--- src/rtl/vtf_pkg.sv ---
package vtf_pkg;

    localparam int VEC_W    = 256;
    localparam int NARROW_W = 128;
    localparam int GROUP_W  = 16;
    localparam int SPEC_W   = 4;
    localparam int FLAG_W   = 6;

    // Bit positions within the flag register {OF,SF,ZF,AF,PF,CF}
    localparam int FLG_CF = 0;
    localparam int FLG_PF = 1;
    localparam int FLG_AF = 2;
    localparam int FLG_ZF = 3;
    localparam int FLG_SF = 4;
    localparam int FLG_OF = 5;

    localparam logic [SPEC_W-1:0] SPEC_LEGAL = '1;

    typedef enum logic [1:0] {
        ST_IDLE,
        ST_REDUCE,
        ST_POST,
        ST_FAULT
    } vtf_state_e;

endpackage

--- src/rtl/vtf_operand_mix.sv ---
module vtf_operand_mix #(
    parameter int VEC_W    = 256,
    parameter int NARROW_W = 128
) (
    input  logic [VEC_W-1:0] src_a,
    input  logic [VEC_W-1:0] src_b,
    input  logic             wide_mode,
    output logic [VEC_W-1:0] and_term,
    output logic [VEC_W-1:0] andn_term
);
    localparam int UPPER_W = VEC_W - NARROW_W;

    logic [VEC_W-1:0] lane_mask;

    // Narrow width clears the upper lanes so stale data cannot reach a flag
    always_comb begin
        if (wide_mode) begin
            lane_mask = '1;
        end else begin
            lane_mask = {{UPPER_W{1'b0}}, {NARROW_W{1'b1}}};
        end
        and_term  = src_a & src_b & lane_mask;
        andn_term = ~src_a & src_b & lane_mask;
    end

endmodule

--- src/rtl/vtf_group_or.sv ---
module vtf_group_or #(
    parameter int VEC_W   = 256,
    parameter int GROUP_W = 16
) (
    input  logic                             clk,
    input  logic                             rst_n,
    input  logic                             load,
    input  logic [VEC_W-1:0]                 vec,
    output logic [(VEC_W/GROUP_W)-1:0]       grp_q
);
    localparam int NGRP = VEC_W / GROUP_W;

    for (genvar g = 0; g < NGRP; g++) begin : g_grp
        always_ff @(posedge clk or negedge rst_n) begin
            if (!rst_n) begin
                grp_q[g] <= 1'b0;
            end else if (load) begin
                grp_q[g] <= |vec[g*GROUP_W +: GROUP_W];
            end
        end
    end

endmodule

--- src/rtl/vtf_ctrl.sv ---
module vtf_ctrl
    import vtf_pkg::*;
#(
    parameter int SPEC_BITS = 4
) (
    input  logic                 clk,
    input  logic                 rst_n,
    input  logic                 in_valid,
    input  logic                 ext_enc,
    input  logic [SPEC_BITS-1:0] spec_field,
    output logic                 in_ready,
    output logic                 fire,
    output logic                 load_flags,
    output logic                 flags_valid,
    output logic                 undef_exc
);
    vtf_state_e state_q, state_d;
    logic       fault_q;
    logic       illegal;

    assign illegal = ext_enc && (spec_field != SPEC_W'(SPEC_LEGAL));
    assign fire    = in_valid && (state_q == ST_IDLE);

    // State register
    always_ff @(posedge clk or negedge rst_n) begin
        if (!rst_n) begin
            state_q <= ST_IDLE;
            fault_q <= 1'b0;
        end else begin
            state_q <= state_d;
            if (fire) begin
                fault_q <= illegal;
            end
        end
    end

    // Next state
    always_comb begin
        state_d = state_q;
        unique case (state_q)
            ST_IDLE:   if (fire) state_d = ST_REDUCE;
            ST_REDUCE: state_d = fault_q ? ST_FAULT : ST_POST;
            ST_POST:   state_d = ST_IDLE;
            ST_FAULT:  state_d = ST_IDLE;
        endcase
    end

    // Outputs
    always_comb begin
        in_ready    = 1'b0;
        load_flags  = 1'b0;
        flags_valid = 1'b0;
        undef_exc   = 1'b0;
        unique case (state_q)
            ST_IDLE:   in_ready   = 1'b1;
            ST_REDUCE: load_flags = !fault_q;
            ST_POST:   flags_valid = 1'b1;
            ST_FAULT:  undef_exc  = 1'b1;
        endcase
    end

    assert_latency_R7: assert property (@(posedge clk) disable iff (!rst_n)
        (flags_valid || undef_exc) |-> $past(fire, 2));
    assert_single_pulse_R7: assert property (@(posedge clk) disable iff (!rst_n)
        (flags_valid || undef_exc) |=> !(flags_valid || undef_exc));
    assert_exc_cause_R5: assert property (@(posedge clk) disable iff (!rst_n)
        undef_exc |-> $past(fire && ext_enc && (spec_field != SPEC_W'(SPEC_LEGAL)), 2));
    assert_legacy_quiet_R6: assert property (@(posedge clk) disable iff (!rst_n)
        (fire && !ext_enc) |=> ##1 !undef_exc);
    assert_busy_R8: assert property (@(posedge clk) disable iff (!rst_n)
        fire |=> !in_ready);

endmodule

--- src/rtl/vtest_flag_unit.sv ---
module vtest_flag_unit
    import vtf_pkg::*;
(
    input  logic               clk,
    input  logic               rst_n,
    input  logic               in_valid,
    output logic               in_ready,
    input  logic [VEC_W-1:0]   src_a,
    input  logic [VEC_W-1:0]   src_b,
    input  logic               wide_mode,
    input  logic               ext_enc,
    input  logic [SPEC_W-1:0]  spec_field,
    output logic [FLAG_W-1:0]  flags_out,
    output logic               flags_valid,
    output logic               undef_exc,
    output logic               pred_zero,
    output logic               pred_carry,
    output logic               pred_nzc
);
    localparam int NGRP = VEC_W / GROUP_W;

    logic [VEC_W-1:0]  and_term, andn_term;
    logic [NGRP-1:0]   and_grp, andn_grp;
    logic              fire, load_flags;
    logic [FLAG_W-1:0] flags_d;

    vtf_operand_mix #(.VEC_W(VEC_W), .NARROW_W(NARROW_W)) u_mix (
        .src_a     (src_a),
        .src_b     (src_b),
        .wide_mode (wide_mode),
        .and_term  (and_term),
        .andn_term (andn_term)
    );

    vtf_group_or #(.VEC_W(VEC_W), .GROUP_W(GROUP_W)) u_and_or (
        .clk   (clk),
        .rst_n (rst_n),
        .load  (fire),
        .vec   (and_term),
        .grp_q (and_grp)
    );

    vtf_group_or #(.VEC_W(VEC_W), .GROUP_W(GROUP_W)) u_andn_or (
        .clk   (clk),
        .rst_n (rst_n),
        .load  (fire),
        .vec   (andn_term),
        .grp_q (andn_grp)
    );

    vtf_ctrl #(.SPEC_BITS(SPEC_W)) u_ctrl (
        .clk         (clk),
        .rst_n       (rst_n),
        .in_valid    (in_valid),
        .ext_enc     (ext_enc),
        .spec_field  (spec_field),
        .in_ready    (in_ready),
        .fire        (fire),
        .load_flags  (load_flags),
        .flags_valid (flags_valid),
        .undef_exc   (undef_exc)
    );

    // Second reduction stage; the other four flags are forced clear
    always_comb begin
        flags_d         = '0;
        flags_d[FLG_ZF] = ~|and_grp;
        flags_d[FLG_CF] = ~|andn_grp;
    end

    always_ff @(posedge clk or negedge rst_n) begin
        if (!rst_n) begin
            flags_out  <= '0;
            pred_zero  <= 1'b0;
            pred_carry <= 1'b0;
            pred_nzc   <= 1'b0;
        end else if (load_flags) begin
            flags_out  <= flags_d;
            pred_zero  <= flags_d[FLG_ZF];
            pred_carry <= flags_d[FLG_CF];
            pred_nzc   <= !flags_d[FLG_ZF] && !flags_d[FLG_CF];
        end
    end

    assert_clear_flags_R3: assert property (@(posedge clk) disable iff (!rst_n)
        flags_valid |-> (!flags_out[FLG_OF] && !flags_out[FLG_SF]
                         && !flags_out[FLG_AF] && !flags_out[FLG_PF]));
    assert_hold_on_exc_R5: assert property (@(posedge clk) disable iff (!rst_n)
        undef_exc |-> ($stable(flags_out) && $stable(pred_nzc)));
    assert_predicates_R9: assert property (@(posedge clk) disable iff (!rst_n)
        flags_valid |-> (pred_zero == flags_out[FLG_ZF] && pred_carry == flags_out[FLG_CF]
                         && pred_nzc == (!flags_out[FLG_ZF] && !flags_out[FLG_CF])));

endmodule

--- config.mk ---
export PLATFORM = sky130hd
export DESIGN_NAME = vtest_flag_unit
export DESIGN_NICKNAME = d
export VERILOG_FILES = /design/src/rtl/vtf_pkg.sv /design/src/rtl/vtf_operand_mix.sv /design/src/rtl/vtf_group_or.sv /design/src/rtl/vtf_ctrl.sv /design/src/rtl/vtest_flag_unit.sv
export SDC_FILE = /design/constraint.sdc
export NUM_CORES = 1
export LEC_CHECK = 0
export ABC_AREA = 1
export BUFFER_PORTS_ARGS = -buffer_cell sky130_fd_sc_hd__buf_2
export CAP_MARGIN = 20
export CORE_AREA = 2 2 206 208
export CTS_CLUSTER_SIZE = 30
export DETAILED_ROUTE_END_ITERATION = 8
export DIE_AREA = 0 0 208 210
export SKIP_LAST_GASP = 1
export SYNTH_ARGS = -nofsm -noshare
export SYNTH_HDL_FRONTEND = slang
export SYNTH_SLANG_ARGS = --single-unit
--- constraint.sdc ---
create_clock -name clk -period 1.7 [get_ports clk]
set_input_delay 0.17 -clock clk [delete_from_list [all_inputs] [get_ports clk]]
set_output_delay 0.17 -clock clk [all_outputs]
set_load 0.1 [all_outputs]
After elaboration in Yosys (flattened, before gate mapping)
Cells that the tools add are included.

Eq/ne operators: 5. Add/sub/neg operators: 0. Reduce and logical (&&, ||, !) cells: 42. Bitwise operators: 5. Shift operators: 0. Multiplexer cells: 8. $lt $le $gt $ge: 0. Multiply operators: 0. Divide/modulo/power cells: 0.

Operators by type and width (number): AND 256 bit (4); OR reduction 16 bit (34); 2-to-1 mux 256 bit (1); NOT 256 bit (1); case mux 2 bit (3 select lines) (1); 2-to-1 mux 1 bit (5); == test 2 bit (second input constant) (2); inequality test 4 bit (second input constant) (1); logical AND 1 bit (3); logical NOT 1 bit (3); == test 2 x 1 -> 1 bit (second input constant) (1); logical NOT 2 bit (1); 2-to-1 mux 2 bit (1); inequality test 2 bit (second input constant) (1); OR reduction 2 bit (1).

Memories kept: 0. Output and inout bits: 12. Word-level logic and storage cells: 98. Bits in read-only memories: 0. Memory bits (writable): 0. Flip-flop bits (word level): 40. Input port bits: 521. Latch bits: 0.

Longest topological paths before layout
Gate-level depths: netlist of run 1.

Depth in word-level cells: 4. Depth in mapped cells: 7. Gate-level depth less buffers: 7.

Cells and area by module
A second synthesis of run 1 with hierarchy kept.

Cells, all modules: 1723. Area, all modules: 7478.4 um2.

Modules (own cells, without submodules): vtf_operand_mix (cells each 1038, area an instance 3997.6 um2, times used 1, sequential area each 0.0 um2); vtf_group_or (cells each 308, area an instance 1520.2 um2, times used 2, sequential area each 400.4 um2); vtest_flag_unit (cells each 48, area an instance 274.0 um2, times used 1, sequential area each 75.1 um2); vtf_ctrl (cells each 21, area an instance 166.4 um2, times used 1, sequential area each 75.1 um2).

Worst setup path after synthesis of run 1
Ideal clock, no wire load.

Kind: register to output. Start: register u_ctrl.state_q[1]. End: output flags_valid. Required time: 1.530 ns. Arrival time: 1.705 ns. Slack: -0.175 ns. Stages on the path, launching flop included: 3. Buffers on the path: 0. Cell sequence: dfrtp_1 inv_1 nor2_1.

Word-level cells in the longest chain between the ends: 2.

RTL lines: start: declaration (RTL line vtf_ctrl.sv:17) `vtf_state_e state_q, state_d;`; start signal: assignment (RTL line vtf_ctrl.sv:30) `state_q <= state_d;`; == test 2 bit (RTL line vtf_ctrl.sv:54) `unique case (state_q)`; 2-to-1 mux 1 bit (RTL line vtf_ctrl.sv:54); end: declaration (RTL line vtest_flag_unit.sv:14) `output logic flags_valid,`.

No other way between the ends.

Worst setup path in the final report of run 1
Start: register u_ctrl.state_q[0]. End: output undef_exc.

Word-level cells in the longest chain between the ends: 2.

RTL lines: == test 2 bit (RTL line vtf_ctrl.sv:54); 2-to-1 mux 1 bit (RTL line vtf_ctrl.sv:54); end: declaration (RTL line vtest_flag_unit.sv:15) `output logic undef_exc,`.

No other way between the ends.

==> metrics.md, run 1 <==
| Metric | Value |
|---|---|
| Crit. End Element | `output port` |
| Final-report hold violation count | `0` |
| Post-Syn Area | `between 6000 and 7000 um2` |
| Row Count | `75` |
| Initial antenna violation count | `24` |
| Synth-to-layout area growth | `57.3%` |
| DP Area | `9340 um2` |
| Max-Cap Viols | `0` |
| Tot GR Track Use | `a little over an eighth` |
| Fin worst setup slack | `195 ps` |
| Startpoint types | `register` |
| Drt pass-1 iters | `5` |
| Syn Inst Count | `1,337` |
| Largest net degree at the start of global routing | `35` |
| Hold Path Class | `in -> reg` |
| IR drop worst, VDD | `0.000442 V` |
| Seq pwr share | `25.0%` |
| Status | `completed` |
| Final WL | `31,000 um` |
| Crit Path Class | `reg -> out` |
| Slew at the pin with the worst max-slew slack | `603 ps` |
| Root Driver | `clkbuf_16` |
| Most common cell in the synthesized netlist | `nand2_1` |
| Fin Hold WS | `152 ps` |
| LEAKAGE | `between 6 and 7 nW` |
| Register area share after synthesis | `15.6%` |
| Vias in the first global route | `8,611` |
| Post-synth EDFFs | `0` |
| TritonCTS clock tree | `yes` |
| Vias per inst | `3.69` |
| CTS Buffer Depth | `2` |
| Num ports | `~530` |
| DR iter-0 viols | `341` |
| Clock latency at the later pin of the worst-skew pair | `slightly below 300 ps` |
| Crit path max fanout | `4` |
| Period minus WS final | `between 1500 and 2000 ps` |
| Setup TNS | `0 ps` |
| Fmax | `665 MHz` |
| Internal cell power | `just under 3 mW` |
| Switching power share of the total | `43.4%` |
| Drt wl/cell | `12.8 um` |
| Chip height | `210 um` |
| Most frequent cells after synthesis | `nand2_1 (714), inv_1 (269), nor2_1 (190)` |
| Final setup fails | `0` |
| Cell Pwr Density | `between 500 and 600 nW/um2` |
| Yosys reg bits | `38` |
| Fraction of layout cells with a size suffix above 1 | `29.3%` |
| Unique masters post-synth | `17` |
| H-tree levels | `2` |
| Mapped Avg Cell Area | `4.56 um2` |
| Clock edge transition at the registers on the reported setup and hold paths | `approximately 70 ps` |
| Final Slew Violations | `0` |
| FFs w/ async S/R, synth | `100%` |
| IO buf count | `528` |
| Clock Skews | `around 7.8 ps` |
| Yosys top cell by area | `nand2_1` |
| Detail Route Antenna Nets | `0` |
| Starting density of the core | `14.7%` |
| Ys Warns | `0` |
| Clock sinks | `38` |
| Total CTS buffers | `5` |
| Dpl ws | `roughly 240 ps` |
| Clock power share | `24.3%` |
| Max-Slew Margin vs Limit | `about three fifths` |
| Core ar. | `41,500 um2` |
| Synth area leaders | `nand2_1 (44%), inv_1 (17%), dfrtp_1 (16%)` |
| Yosys top cell area share | `44.0%` |
| Resized cells post-CTS | `0` |
| First-pass GRT wire length | `45,600 um` |
| Gpl congestion | `between 0.9 and 1` |
| Vias | `8,939` |
| Remaining DRCs | `0` |
| DIE AREA | `roughly 44,000 um2` |
| RSZ-0062 raised after global routing | `no` |
| Final period util | `slightly below 90%` |
| Design Area, Final | `9590 um2` |
| Net count, final | `2,388` |
| Comb power frac | `between 50% and 60%` |
| CP Data Required Time | `1530 ps` |
| NetSw | `2.28 mW` |
| Top FF cell, synth | `dfrtp_1` |
| Final core utilization | `between 20% and 30%` |
| Remaining global-route overflow | `0` |
| Die boundary width | `208 um` |
| HPWL Detailed | `~29,000 um` |
| CP arrival | `between 1000 and 1500 ps` |
## registers in the layout, summed over array words and instances (netlist names)
register         count
flags_out            1
pred_zero            1
u_and_or.grp_q      16
u_andn_or.grp_q     16
u_ctrl.state_q       2
pred_nzc             1
u_ctrl.fault_q       1
## stage by stage
| step | power, mW | std cells |
|---|---|---|
| 4_1_cts | 5.36 | 2407 |
| 3_5_place_dp | 4.04 | 2398 |
| 6_report | 5.26 | 2424 |
| 3_3_place_gp | 4.01 | 2398 |
| 5_1_grt | 5.78 | 2420 |
| 2_1_floorplan | 2.90 | 1340 |
## final cells by class
| class | instances | area, um2 |
|---|---|---|
| inverter | 270 | 1020 |
| antenna | 17 | 42.5 |
| timing repair buffer | 531 | 2670 |
| sequential | 38 | 951 |
| tap | 539 | 674 |
| clock buffer | 5 | 125 |
| clock inverter | 3 | 68.8 |
| multi-input combinational | 1021 | 4040 |
| fill | 4954 | 31900 |
## layout by cell type, fill, tap and decap left out
master / n
nand2_1: 714
buf_2: 528
inv_1: 269
nor2_1: 189
o21ai_0: 74
dfrtp_1: 38
diode_2: 17
nand3_1: 17
nand4_1: 13
clkbuf_16: 5
nand4_2: 4
conb_1: 4
nor2_4: 2
o21ai_1: 2
bufinv_16: 2
buf_4: 2
nor2_2: 1
nand2_4: 1
inv_6: 1
clkinv_4: 1
dlygate4sd3_1: 1
## worst paths after layout
check / from / end / slack [ps] / depth (start not counted)
worst min-delay path: ext_enc / u_ctrl.fault_q$_DFFE_PN0P_ / 150 / 3
worst max-delay path: u_ctrl.state_q[0]$_DFFE_PN0P_ / undef_exc / 200 / 3
worst min register to register: u_and_or.grp_q[11]$_DFFE_PN0P_ / u_and_or.grp_q[11]$_DFFE_PN0P_ / 480 / 2
worst max register to register: u_ctrl.state_q[1]$_DFFE_PN0P_ / u_andn_or.grp_q[15]$_DFFE_PN0P_ / 240 / 5
min in group asynchronous: rst_n / u_and_or.grp_q[13]$_DFFE_PN0P_ / 420 / 2
max in group asynchronous: rst_n / u_andn_or.grp_q[1]$_DFFE_PN0P_ / 670 / 3
## power groups by stage
stage | Sequential (mW) | Combinational, mW | Clock [mW]
CTS | 1.32 | 2.72 | 1.32
floorplan | 1.37 | 1.53 | 0
global placement | 1.33 | 2.68 | 0
global route | 1.35 | 3.07 | 1.37
finish | 1.31 | 2.67 | 1.28
detailed placement | 1.33 | 2.71 | 0
## timing repair
action                    CTS  global route
buffers inserted            0             0
hold buffers                1             0
hold endpoints to repair   19             0
## logic make-up (layout without fill, tap and decap cells)
kind of cell / after synthesis / in the layout / share of synthesized area [%]
AND/OR/NAND/NOR: 941 / 941 / 59.8
buffers and inverters: 281 / 809 / 18.3
AO/OA/AOI/OAI: 76 / 76 / 6.24
flip-flops: 38 / 38 / 15.6
other: 1 / 21 / 0.0615
## metal layers
layer	track usage (%)	routed length, um	part of all wire, %	vias up
li1	-	-	-	4940
met5	0	85	0.27	-
met4	5.70	1020	3.3	12
met2	26.3	16100	52	367
met3	3.55	2230	7.2	50
met1	13.8	11600	37	3570
## critical path, stage by stage, from the launching register on
cell and delay [ps]:
dfrtp_1 440, nand2_1 90, inv_1 60, buf_2 450
Note: power is estimated with default switching activity, not from simulation.
==> inputs of run 2 (changes only) <==
--- a/config.mk
+++ b/config.mk
@@ -8,11 +8,13 @@
 export ABC_AREA = 1
 export BUFFER_PORTS_ARGS = -buffer_cell sky130_fd_sc_hd__buf_2
 export CAP_MARGIN = 20
-export CORE_AREA = 2 2 206 208
+export CORE_AREA = 2 2 208 210
 export CTS_CLUSTER_SIZE = 30
 export DETAILED_ROUTE_END_ITERATION = 8
-export DIE_AREA = 0 0 208 210
+export DIE_AREA = 0 0 210 212
+export PLACE_DENSITY = 0.51
 export SKIP_LAST_GASP = 1
 export SYNTH_ARGS = -nofsm -noshare
 export SYNTH_HDL_FRONTEND = slang
+export SYNTH_HIERARCHICAL = 1
 export SYNTH_SLANG_ARGS = --single-unit
==> run 2 against run 1 <==
Core utilization up 2.4 points. Register-to-register slack better by 70 ps. Critical path type unchanged. Largest cell class unchanged. Highest routed layer unchanged. Clock-buffer cell count up 1.
==> metrics.md, run 2 <==
| Metric | Value |
|---|---|
| Most common cell in the synthesized netlist | `nor2_1 (was nand2_1)` |
| Setup slack, reg-to-reg | `310 ps (was 240 ps)` |
| CP arrival | `1310 ps (was 1330 ps)` |
| Hold Crit Depth | `3 (unchanged)` |
| Core ar. | `42,500 um2 (was 41,500 um2)` |
| Vias per inst | `3.66 (was 3.69)` |
| NetSw | `2.68 mW (was 2.28 mW)` |
| Hold Path Class | `in -> reg (unchanged)` |
| First-pass GRT wire length | `47,100 um (was 45,600 um)` |
| Final-report hold violation count | `0 (unchanged)` |
| Root Driver | `clkbuf_16 (unchanged)` |
| Yosys reg bits | `38 (unchanged)` |
| Comb power frac | `55.2% (was 50.7%)` |
| Tot GR Track Use | `13.4% (was 13.6%)` |
| Detail Route Antenna Nets | `0 (unchanged)` |
| Register area share after synthesis | `12.7% (was 15.6%)` |
| RSZ-0062 raised after global routing | `no (unchanged)` |
| Vias | `10.2k (was 8,939)` |
| Gpl congestion | `0.875 (was 0.902)` |
| Internal cell power | `3.37 mW (was 2.98 mW)` |
| Seq pwr share | `26.8% (was 25.0%)` |
| Most frequent cells in the layout | `nor2_1 (726), nand2_1 (532), buf_2 (527) (was nand2_1 (714), buf_2 (528), inv_1 (269))` |
| Syn Inst Count | `1,723 (was 1,337)` |
| Drt wl/cell | `11.2 um (was 12.8 um)` |
| Net count, final | `2,762 (was 2,388)` |
| FF-to-FF path depth | `6 (was 5)` |
| Post-synth EDFFs | `0 (unchanged)` |
| Clock power share | `18.0% (was 24.3%)` |
| Largest regs | `u_and_or/grp_q x16, u_andn_or/grp_q x16, u_ctrl/state_q x2 (was u_and_or.grp_q x16, u_andn_or.grp_q x16, u_ctrl.state_q x2)` |
| Max-Slew Margin vs Limit | `66.1% (was 60.1%)` |
| Hold_sp | `ext_enc (unchanged)` |
| Mapped Avg Cell Area | `4.34 um2 (was 4.56 um2)` |
| Final WL | `31,100 um (was 31,000 um)` |
| Status | `completed (unchanged)` |
| Yosys top cell area share | `36.5% (was 44.0%)` |
| TritonCTS clock tree | `yes (unchanged)` |
| Commonest non-fill, non-tap cell in the layout | `nor2_1 (was nand2_1)` |
| Drt pass-1 iters | `5 (unchanged)` |
| Dpl ws | `297 ps (was 238 ps)` |
| Design Area, Final | `10,800 um2 (was 9590 um2)` |
| DR iter-0 viols | `441 (was 341)` |
| Yosys top cell by area | `nor2_1 (was nand2_1)` |
| Clock latency at the later pin of the worst-skew pair | `280 ps (was 290 ps)` |
| Crit path max fanout | `4 (unchanged)` |
| Remaining global-route overflow | `0 (unchanged)` |
| Row Count | `76 (was 75)` |
| IR drop worst, VDD | `0.000383 V (was 0.000442 V)` |
| M1 wire length | `13,500 um (was 11,600 um)` |
| Most frequent cells after synthesis | `nor2_1 (727), nand2_1 (532), inv_1 (388) (was nand2_1 (714), inv_1 (269), nor2_1 (190))` |
| IO buf count | `528 (unchanged)` |
| CTS Buffer Depth | `2 (unchanged)` |
| Fraction of layout cells with a size suffix above 1 | `24.6% (was 29.3%)` |
| Clock sinks | `38 (unchanged)` |
| Remaining DRCs | `0 (unchanged)` |
| Synth-to-layout area growth | `44.9% (was 57.3%)` |
| HPWL Detailed | `28,400 um (was 28,700 um)` |
| Slew at the pin with the worst max-slew slack | `509 ps (was 603 ps)` |
| Wire length on met3 | `1940 um (was 2230 um)` |
| Num ports | `533 (unchanged)` |
| Met2 WL | `15,300 um (was 16,100 um)` |
| Clock Skews | `4.22 ps (was 7.79 ps)` |
| Ys Warns | `6 (was 0)` |
| Switching power share of the total | `44.3% (was 43.4%)` |
| Fmax | `676 MHz (was 665 MHz)` |
| Cell Pwr Density | `558 nW/um2 (was 548 nW/um2)` |
| Initial antenna violation count | `3 (was 24)` |
| DIE AREA | `44,500 um2 (was 43,700 um2)` |
| Setup TNS | `0 ps (unchanged)` |
| Unique masters post-synth | `15 (was 17)` |
| Top FF cell, synth | `dfrtp_1 (unchanged)` |
| Total CTS buffers | `5 (unchanged)` |
| Crit Path Class | `reg -> out (unchanged)` |
| CP Data Required Time | `1530 ps (about the same)` |
| LEAKAGE | `7.76 nW (was 6.47 nW)` |
| Fin worst setup slack | `221 ps (was 195 ps)` |
| Chip height | `212 um (was 210 um)` |
| Clock edge transition at the registers on the reported setup and hold paths | `50 ps (was 70 ps)` |
| Post-CTS Setup Inserts | `0 (unchanged)` |
| Highest metal used | `met5 (unchanged)` |
| Reg2reg start | `u_ctrl/state_q[0]$_DFFE_PN0P_ (was u_ctrl.state_q[1]$_DFFE_PN0P_)` |
| FFs w/ async S/R, synth | `100% (unchanged)` |
| Crit. End Element | `output port (unchanged)` |
| Post-Syn Area | `7480 um2 (was 6100 um2)` |
| DP Area | `10,600 um2 (was 9340 um2)` |
| Period minus WS final | `1480 ps (was 1500 ps)` |
| Vias in the first global route | `9,543 (was 8,611)` |
| Synth area leaders | `nor2_1 (36%), nand2_1 (27%), inv_1 (19%) (was nand2_1 (44%), inv_1 (17%), dfrtp_1 (16%))` |
| Crit path launch | `u_ctrl/state_q[0]$_DFFE_PN0P_ (was u_ctrl.state_q[0]$_DFFE_PN0P_)` |
| Largest net degree at the start of global routing | `66 (was 35)` |
| H-tree levels | `2 (unchanged)` |
| Startpoint types | `register (unchanged)` |
| Die boundary width | `210 um (was 208 um)` |
| Fill count | `5,107 (was 4,954)` |
| Final period util | `87.0% (was 88.5%)` |
| Final setup fails | `0 (unchanged)` |
| Resized cells post-CTS | `0 (unchanged)` |
| Max-Cap Viols | `0 (unchanged)` |
| Final Slew Violations | `0 (unchanged)` |
| Starting density of the core | `17.6% (was 14.7%)` |
-- run 2: cell count changes in the layout (fill, tap and decap cells not counted), moves of 4 or more --
cell     delta
o21ai_0    -74
nand3_1    -16
inv_1     +118
nor2_1    +537
diode_2    -15
nand4_1    -13
buf_12      +4
nand2_1   -182
nand4_2     -4
-- run 2: logic make-up after synthesis --
group / share of synthesized area, %
AND/OR/NAND/NOR: 63.7
buffers and inverters: 23.2
flip-flops: 12.7
AO/OA/AOI/OAI: 0.301
other: 0.0501
-- run 2: stage by stage --
step / cells / power (mW) / utilization [%] / hold slack, ps
2_1_floorplan: 1726 / 3.79 / - / -126
3_3_place_gp: 2779 / 5.03 / 25.1 / 269
3_5_place_dp: 2779 / 5.04 / 25.1 / 275
4_1_cts: 2787 / 6.17 / 25.5 / 142
5_1_grt: 2789 / 6.71 / 25.5 / 147
6_report: 2789 / 6.04 / 25.5 / 143
-- run 2: metal layers --
| metal | up-vias | GRT usage [%] |
|---|---|---|
| met5 | - | 0 |
| met4 | 2 | 2.49 |
| met3 | 22 | 2.05 |
| met2 | 319 | 25.1 |
| met1 | 4049 | 16.2 |
| li1 | 5803 | - |
-- run 2: what timing repair did --
action,CTS,global route
hold endpoints to repair,38,0
hold buffers,1,0
endpoints found under the setup margin,0,0
-- run 2: worst max-delay path: stages (launching register included) --
cell and delay [ps]:
dfrtp_1 440, nor2_4 130, buf_2 450
-- run 2: path summary, 6_finish.rpt --
kind	end
min in group asynchronous	u_ctrl/state_q[0]$_DFFE_PN0P_
hold / removal	u_ctrl/fault_q$_DFFE_PN0P_
hold reg to reg	u_andn_or/grp_q[7]$_DFFE_PN0P_
setup reg to reg	u_andn_or/grp_q[9]$_DFFE_PN0P_
setup / recovery	in_ready
max in group asynchronous	u_and_or/grp_q[9]$_DFFE_PN0P_
-- run 2: power by group through the flow --
| stage | clock (mW) | sequential (mW) | combinational (mW) |
|---|---|---|---|
| floorplan | 0 | 1.65 | 2.14 |
| global placement | 0 | 1.66 | 3.37 |
| detailed placement | 0 | 1.64 | 3.40 |
| CTS | 1.12 | 1.63 | 3.41 |
| global route | 1.16 | 1.68 | 3.87 |
| finish | 1.09 | 1.62 | 3.34 |
-- run 2: area by class of cell --
class / count / area [um2] / share of cell area, %
Sequential cell: 38 / 951 / 8.78
Tap cell: 546 / 683 / 6.31
Clock buffer: 6 / 139 / 1.28
Timing Repair Buffer: 534 / 2740 / 25.3
Clock inverter: 1 / 30.0 / 0.277
Antenna cell: 2 / 5.00 / 0.0462
Multi-Input combinational cell: 1271 / 4800 / 44.4
Inverter: 391 / 1480 / 13.6
